**src/rtl/dac_mute_pkg.sv**
```systemverilog
package dac_mute_pkg;
   typedef enum logic [2:0] {
      ST_PLAY  = 3'd0,
      ST_ZMUTE = 3'd1,
      ST_SMUTE = 3'd2,
      ST_UVP   = 3'd3,
      ST_STBY  = 3'd4,
      ST_RST   = 3'd5
   } mute_state_t;

   localparam int unsigned NUM_CLK_MON = 3;

   function automatic int unsigned cnt_w(input int unsigned limit);
      return (limit < 2) ? 1 : $clog2(limit + 1);
   endfunction
endpackage

```
**src/rtl/msq_tick.sv**
```systemverilog
module msq_tick #(
   parameter int unsigned DIV = 50000
) (
   input  logic clk,
   input  logic rst_n,
   output logic tick_o
);
   generate
      if (DIV <= 1) begin : g_pass
         logic unused_q;
         always_ff @(posedge clk or negedge rst_n)
            if (!rst_n) unused_q <= 1'b0;
            else        unused_q <= 1'b1;
         assign tick_o = unused_q | 1'b1;
      end else begin : g_div
         localparam int unsigned CW = $clog2(DIV);
         logic [CW-1:0] cnt_q;
         logic          wrap;
         assign wrap = (cnt_q == CW'(DIV - 1));
         always_ff @(posedge clk or negedge rst_n)
            if (!rst_n)    cnt_q <= '0;
            else if (wrap) cnt_q <= '0;
            else           cnt_q <= cnt_q + 1'b1;
         assign tick_o = wrap;
      end
   endgenerate
endmodule

```
**src/rtl/msq_timer.sv**
```systemverilog
module msq_timer #(
   parameter int unsigned LIMIT = 4
) (
   input  logic clk,
   input  logic rst_n,
   input  logic tick_i,
   input  logic run_i,
   output logic done_o
);
   localparam int unsigned CW = dac_mute_pkg::cnt_w(LIMIT);
   logic [CW-1:0] cnt_q;

   generate
      if (LIMIT < 1) begin : g_bad
         $error("msq_timer: LIMIT must be at least 1");
      end
   endgenerate

   always_ff @(posedge clk or negedge rst_n)
      if (!rst_n)                                cnt_q <= '0;
      else if (!run_i)                           cnt_q <= '0;
      else if (tick_i && cnt_q != CW'(LIMIT))    cnt_q <= cnt_q + 1'b1;

   assign done_o = run_i && (cnt_q == CW'(LIMIT));
endmodule

```
**src/rtl/msq_act_mon.sv**
```systemverilog
module msq_act_mon #(
   parameter int unsigned HALT_CYC    = 4096,
   parameter int unsigned SYNC_STAGES = 2
) (
   input  logic clk,
   input  logic rst_n,
   input  logic mon_i,
   output logic rise_o,
   output logic halted_o
);
   localparam int unsigned CW = dac_mute_pkg::cnt_w(HALT_CYC);
   logic [SYNC_STAGES-1:0] sh_q;
   logic                   prev_q;
   logic                   lvl;
   logic                   edge_seen;
   logic [CW-1:0]          gap_q;

   always_ff @(posedge clk or negedge rst_n)
      if (!rst_n) begin
         sh_q   <= '0;
         prev_q <= 1'b0;
      end else begin
         sh_q   <= {sh_q[SYNC_STAGES-2:0], mon_i};
         prev_q <= lvl;
      end

   assign lvl       = sh_q[SYNC_STAGES-1];
   assign edge_seen = lvl ^ prev_q;
   assign rise_o    = lvl & ~prev_q;

   always_ff @(posedge clk or negedge rst_n)
      if (!rst_n)                        gap_q <= '0;
      else if (edge_seen)                gap_q <= '0;
      else if (gap_q != CW'(HALT_CYC))   gap_q <= gap_q + 1'b1;

   assign halted_o = (gap_q == CW'(HALT_CYC));
endmodule

```
**src/rtl/msq_zero_run.sv**
```systemverilog
module msq_zero_run #(
   parameter int unsigned DW  = 24,
   parameter int unsigned RUN = 1024
) (
   input  logic          clk,
   input  logic          rst_n,
   input  logic          stb_i,
   input  logic [DW-1:0] l_i,
   input  logic [DW-1:0] r_i,
   output logic          zmute_o
);
   localparam int unsigned CW = dac_mute_pkg::cnt_w(RUN);
   logic [CW-1:0] run_q;
   logic          nonzero;

   assign nonzero = (|l_i) | (|r_i);

   always_ff @(posedge clk or negedge rst_n)
      if (!rst_n)                          run_q <= '0;
      else if (stb_i && nonzero)           run_q <= '0;
      else if (stb_i && run_q != CW'(RUN)) run_q <= run_q + 1'b1;

   assign zmute_o = (run_q == CW'(RUN));
endmodule

```
**src/rtl/dac_mute_seq.sv**
```systemverilog
module dac_mute_seq
   import dac_mute_pkg::*;
#(
   parameter int unsigned DW            = 24,
   parameter int unsigned TICK_DIV      = 50000,
   parameter int unsigned POR_TICKS     = 4,
   parameter int unsigned UV_TICKS      = 6,
   parameter int unsigned ZERO_RUN      = 1024,
   parameter int unsigned HALT_CYC      = 4096,
   parameter int unsigned RESUME_FRAMES = 4,
   parameter int unsigned SYNC_STAGES   = 2
) (
   input  logic          clk,
   input  logic          rst_n,
   input  logic          supply_ok_i,
   input  logic          smute_n_i,
   input  logic          mclk_i,
   input  logic          bclk_i,
   input  logic          lrclk_i,
   input  logic          frame_stb_i,
   input  logic [DW-1:0] smp_l_i,
   input  logic [DW-1:0] smp_r_i,
   output logic          dac_rst_o,
   output logic          amute_o,
   output logic          stby_o,
   output logic [2:0]    state_o
);
   localparam int unsigned RCW = cnt_w(RESUME_FRAMES);

   generate
      if (SYNC_STAGES < 2) begin : g_chk_sync
         $error("dac_mute_seq: SYNC_STAGES must be at least 2");
      end
      if (RESUME_FRAMES < 1) begin : g_chk_res
         $error("dac_mute_seq: RESUME_FRAMES must be at least 1");
      end
      if (ZERO_RUN < 1) begin : g_chk_zr
         $error("dac_mute_seq: ZERO_RUN must be at least 1");
      end
   endgenerate

   // input synchronisers for the two level pins
   logic [SYNC_STAGES-1:0] sup_sh_q, sm_sh_q;
   logic                   sup_q, smute_q;

   always_ff @(posedge clk or negedge rst_n)
      if (!rst_n) begin
         sup_sh_q <= '0;
         sm_sh_q  <= '0;
      end else begin
         sup_sh_q <= {sup_sh_q[SYNC_STAGES-2:0], supply_ok_i};
         sm_sh_q  <= {sm_sh_q[SYNC_STAGES-2:0], smute_n_i};
      end

   assign sup_q   = sup_sh_q[SYNC_STAGES-1];
   assign smute_q = sm_sh_q[SYNC_STAGES-1];

   // shared time base and the two tick timers
   logic tick, por_done, uv_flag;

   msq_tick #(.DIV(TICK_DIV)) u_tick (.clk(clk), .rst_n(rst_n), .tick_o(tick));

   msq_timer #(.LIMIT(POR_TICKS)) u_por (
      .clk(clk), .rst_n(rst_n), .tick_i(tick), .run_i(sup_q), .done_o(por_done));

   msq_timer #(.LIMIT(UV_TICKS)) u_uv (
      .clk(clk), .rst_n(rst_n), .tick_i(tick), .run_i(~smute_q), .done_o(uv_flag));

   // zero-data run
   logic zm_flag;

   msq_zero_run #(.DW(DW), .RUN(ZERO_RUN)) u_zero (
      .clk(clk), .rst_n(rst_n), .stb_i(frame_stb_i),
      .l_i(smp_l_i), .r_i(smp_r_i), .zmute_o(zm_flag));

   // clock activity monitors: bit 0 master, bit 1 bit clock, bit 2 frame clock
   logic [NUM_CLK_MON-1:0] mon_in, rise_v, halt_v;
   logic                   any_halt;

   assign mon_in = {lrclk_i, bclk_i, mclk_i};

   for (genvar g = 0; g < NUM_CLK_MON; g++) begin : g_mon
      msq_act_mon #(.HALT_CYC(HALT_CYC), .SYNC_STAGES(SYNC_STAGES)) u_mon (
         .clk(clk), .rst_n(rst_n), .mon_i(mon_in[g]),
         .rise_o(rise_v[g]), .halted_o(halt_v[g]));
   end

   assign any_halt = |halt_v;

   // standby flag with frame-counted recovery
   logic           stby_q;
   logic [RCW-1:0] res_q;
   logic [1:0]     seen_q;
   logic           lr_rise, good_frame;

   assign lr_rise    = rise_v[NUM_CLK_MON-1];
   assign good_frame = lr_rise && (&seen_q);

   always_ff @(posedge clk or negedge rst_n)
      if (!rst_n) begin
         stby_q <= 1'b0;
         res_q  <= '0;
         seen_q <= '0;
      end else begin
         if (lr_rise) seen_q <= '0;
         else         seen_q <= seen_q | rise_v[1:0];

         if (any_halt) begin
            stby_q <= 1'b1;
            res_q  <= '0;
         end else if (stby_q && good_frame) begin
            if (res_q == RCW'(RESUME_FRAMES - 1)) begin
               stby_q <= 1'b0;
               res_q  <= '0;
            end else begin
               res_q <= res_q + 1'b1;
            end
         end
      end

   // priority select and registered state
   mute_state_t st_d, st_q;

   always_comb begin
      if (!por_done)     st_d = ST_RST;
      else if (stby_q)   st_d = ST_STBY;
      else if (uv_flag)  st_d = ST_UVP;
      else if (!smute_q) st_d = ST_SMUTE;
      else if (zm_flag)  st_d = ST_ZMUTE;
      else               st_d = ST_PLAY;
   end

   always_ff @(posedge clk or negedge rst_n)
      if (!rst_n) st_q <= ST_RST;
      else        st_q <= st_d;

   assign state_o   = st_q;
   assign dac_rst_o = (st_q == ST_RST);
   assign stby_o    = (st_q == ST_STBY);
   assign amute_o   = (st_q != ST_PLAY);
endmodule

```
**config.mk**
```make
export PLATFORM = sky130hd
export DESIGN_NAME = dac_mute_seq
export DESIGN_NICKNAME = d
export VERILOG_FILES = /design/src/rtl/dac_mute_pkg.sv /design/src/rtl/msq_tick.sv /design/src/rtl/msq_timer.sv /design/src/rtl/msq_act_mon.sv /design/src/rtl/msq_zero_run.sv /design/src/rtl/dac_mute_seq.sv
export SDC_FILE = /design/constraint.sdc
export NUM_CORES = 1
export LEC_CHECK = 0
export BUFFER_PORTS_ARGS = -buffer_cell sky130_fd_sc_hd__buf_4
export CELL_PAD_IN_SITES_DETAIL_PLACEMENT = 0
export CELL_PAD_IN_SITES_GLOBAL_PLACEMENT = 1
export CORE_MARGIN = 2
export CORE_UTILIZATION = 35
export CTS_BUF_LIST = sky130_fd_sc_hd__clkbuf_2
export DETAILED_ROUTE_END_ITERATION = 7
export PLACE_DENSITY_LB_ADDON = 0.1
export SYNTH_ARGS = -nofsm -noshare
export SYNTH_HDL_FRONTEND = slang
export SYNTH_SLANG_ARGS = --single-unit
```
**constraint.sdc**
```tcl
create_clock -name clk -period 2.05 [get_ports clk]
set_input_delay 0.3075 -clock clk [delete_from_list [all_inputs] [get_ports clk]]
set_output_delay 0.3075 -clock clk [all_outputs]
set_load 0.1 [all_outputs]
```
==> results by group <==
Floorplanning
  • Placeable Area: 12,600 um^2
  • Die W: 118 um
  • Die ar.: 13,900 um^2
  • Die height: 118 um
  • IO Pins: 62
  • Initial Util: 36.0%
  • Row Count: 41

Timing
  • Max Clock Freq: 520 MHz
  • Slew Limit Fails: 0
  • Final Worst Setup Slack: 0.126 ns
  • Min Tclk post-route: 1.92 ns
  • Final hold slack: 0.145 ns
  • RSZ-0062 raised after global routing: no
  • Final clock skew: 0.0310 ns
  • Final hold vios: 0
  • Worst Max-Slew Pin Slew: 0.466 ns
  • Normalized max-slew margin: 68.9%
  • Final setup fails: 0
  • Ratio of final minimum period to clock period: approximately 94%

Routing
  • Via count: 3,326
  • TritonRoute pass-1 iters: 4
  • Routed WL per cell: 12.8 um
  • Starting DRT DRC Count: 95
  • Post-route ant nets: 0
  • WL final: 8.81 mm
  • Vias/cell: 4.82
  • DRC: 0

Clock network
  • Max clock buf depth: 2
  • Worst-path clk slew: between 0.2 and 0.3 ns
  • Worst skew pair latency: 0.58 ns
  • H-tree levels: 3
  • Num CTS Buffers: 9
  • CTS tree: yes
  • Clock sink total: 94
  • Clock root buffer: clkbuf_2

Final layout
  • Diodes inserted: 0
  • Final design area excluding fillers: ~5500 um^2
  • Commonest non-fill, non-tap cell in the layout: dfrtp_1
  • Share of cells above drive strength 1: between 15 and 20%
  • Area Growth Syn to Fin: 20.1%
  • Fin util: a little over two fifths
  • Layout Nets: 586
  • Finished Layout Cells: 690
  • # fillers: 1,258
  • Commonest non-fill, non-tap cells in the layout: 92 x dfrtp_1, 61 x buf_4, 44 x nor2_1

Synth
  • Post-synthesis cell count: around 440
  • Sequential-to-total area share from yosys stat: 51.9%
  • Post-Syn Nets: just over 500
  • XOR/XNOR Fraction of Synth Area: 8.88%
  • Mux cell area share after synthesis: 1.57%
  • Post-synth EDFFs: 0
  • Yosys warning count: 0
  • Post-synth ARST share: 100%
  • Combinational family with the most area after synthesis: simple AND/OR/NAND/NOR gates
  • Post-synthesis compound-gate area fraction: 4.24%
  • Post-synth top area share: 50.7%
  • Synth area leader: dfrtp_1
  • Synth cell types: 45
  • Synth Area in Adders: about 4.7%
  • #FFs+latches synth: between 90 and 100
  • Largest cells by area after synthesis: dfrtp_1 51%, xnor2_1 5.4%, ha_1 4.7%
  • Syn_area_per_cell: just over 10 um^2
  • Post-Synth Simple-Gate Area: around a quarter
  • Post-synth top flop: dfrtp_1
  • Synthesized cell area: 4540 um^2

Setup path
  • CP Capture Type: primary output
  • Critical Path Source Type: flop
  • Crit-path max FO: 4
  • Required @ worst endpoint: approximately 1.7 ns
  • Reg2Reg Setup Slack: 0.28 ns
  • WS Path Type: reg2out
  • WP data arrival: approximately 1.6 ns

Global routing
  • Total gr overflow: 0
  • GR Util All Layers: 13.9%
  • First-pass GRT wire length: 15.8 mm
  • Antenna violations before repair: 0
  • Vias in the first global route: 3,385
  • Largest net degree at the start of global routing: 44

Placement
  • Final GP Congestion: about 0.80
  • IO buf count: ~60
  • Placed Cells: 666
  • Dpl hpwl: between 6 and 7 mm
  • Setup WS pre-CTS: 0.304 ns
  • Area post-placement: 5230 um^2

Job
  • Max_cap viols: 0

Status
  • Status: finished clean

Pwr
  • Pwr per Cell Area: 576 nW/um^2
  • Leakage power: 0.00251 uW
  • VDD IR-drop max: roughly 0.0004 V

Hold path
  • Hold WC Path Type: in2async
report_power, final:
group          internal (uW)  switching, uW  leakage, uW  total, uW
Combinational            149            132      0.00119        281
Sequential              1900           44.6      0.00125       1950
Clock                    273            638    0.0000671        911
Total                   2330            815      0.00251       3140
cells by family (layout without fill, tap and decap cells):
kind of cell,count (synthesis),in the layout
and+or+nand+nor,211,211
muxes,7,7
DFF,94,94
AOI/OAI and AO/OA,34,34
adders and majority gates,17,17
xor gates and xnor gates,46,46
buffers and inverters,28,109
what timing repair did:
item	4_1_cts	5_1_grt
hold buffers	7	0
buffers inserted	1	0
endpoints found under the hold margin	98	0
endpoints found under the setup margin	2	2
resized for setup	6	5
gates cloned	0	0
cells in the mapped netlist, drive strengths merged, types with 8 or more instances:
library cell / count
nand4: 12
or3: 8
o21ai: 14
xor2: 18
and2: 21
a21oi: 10
nand3: 28
xnor2: 28
and3: 16
nor4: 17
inv: 21
nand2: 28
dfrtp: 92
nor3: 9
nor2: 44
ha: 17
registers in the layout, indices dropped and copies added, names as in the netlist:
name / count
res_q: 3
sup_sh_q: 2
stby_q: 1
g_mon.u_mon.prev_q: 3
g_mon.u_mon.gap_q: 39
state_o: 3
seen_q: 2
u_zero.run_q: 11
u_uv.cnt_q: 3
sm_sh_q: 2
g_mon.u_mon.sh_q: 6
u_por.cnt_q: 3
u_tick.g_div.cnt_q: 16
layout make-up:
| class | count | area, um^2 | area share (%) |
|---|---|---|---|
| Sequential cell | 94 | 2350 | 43.2 |
| Clock inverter | 7 | 63.8 | 1.17 |
| Timing Repair Buffer | 72 | 608 | 11.1 |
| Multi-Input combinational cell | 315 | 2090 | 38.3 |
| Inverter | 21 | 78.8 | 1.45 |
| Tap cell | 172 | 215 | 3.95 |
| Clock buffer | 9 | 45.0 | 0.826 |
final timing paths:
kind / to / start / cells past startpoint
max: dac_rst_o / state_o[0] / 2
min: u_uv.cnt_q[2] / rst_n / 2
max reg2reg: u_por.cnt_q[0] / u_tick.g_div.cnt_q[0] / 6
min reg2reg: sm_sh_q[1] / sm_sh_q[0] / 0
max in group asynchronous: u_zero.run_q[4] / rst_n / 3
min in group clk: u_zero.run_q[2] / smp_r_i[23] / 6
per-layer routing:
metal / up-vias / GRT usage, % / part of all wire (%)
li1: 1664 / - / -
met1: 1591 / 17.3 / 47
met2: 61 / 22.5 / 46
met3: 10 / 4.99 / 5.0
met4: 0 / 4.37 / 1.3
met5: - / 0 / 0
critical path: stages (launching register included):
cell and delay (ns):
dfstp_2 0.64, and3b_2 0.23, buf_12 0.18
per-stage QoR:
step,setup TNS [ns],power (uW)
after global routing,0,3330
after global placement,0,2250
after floorplan,-0.0564,2090
after detailed placement,0,2260
final,0,3140
after CTS,0,3230
Power figures use the tool's default switching activity.
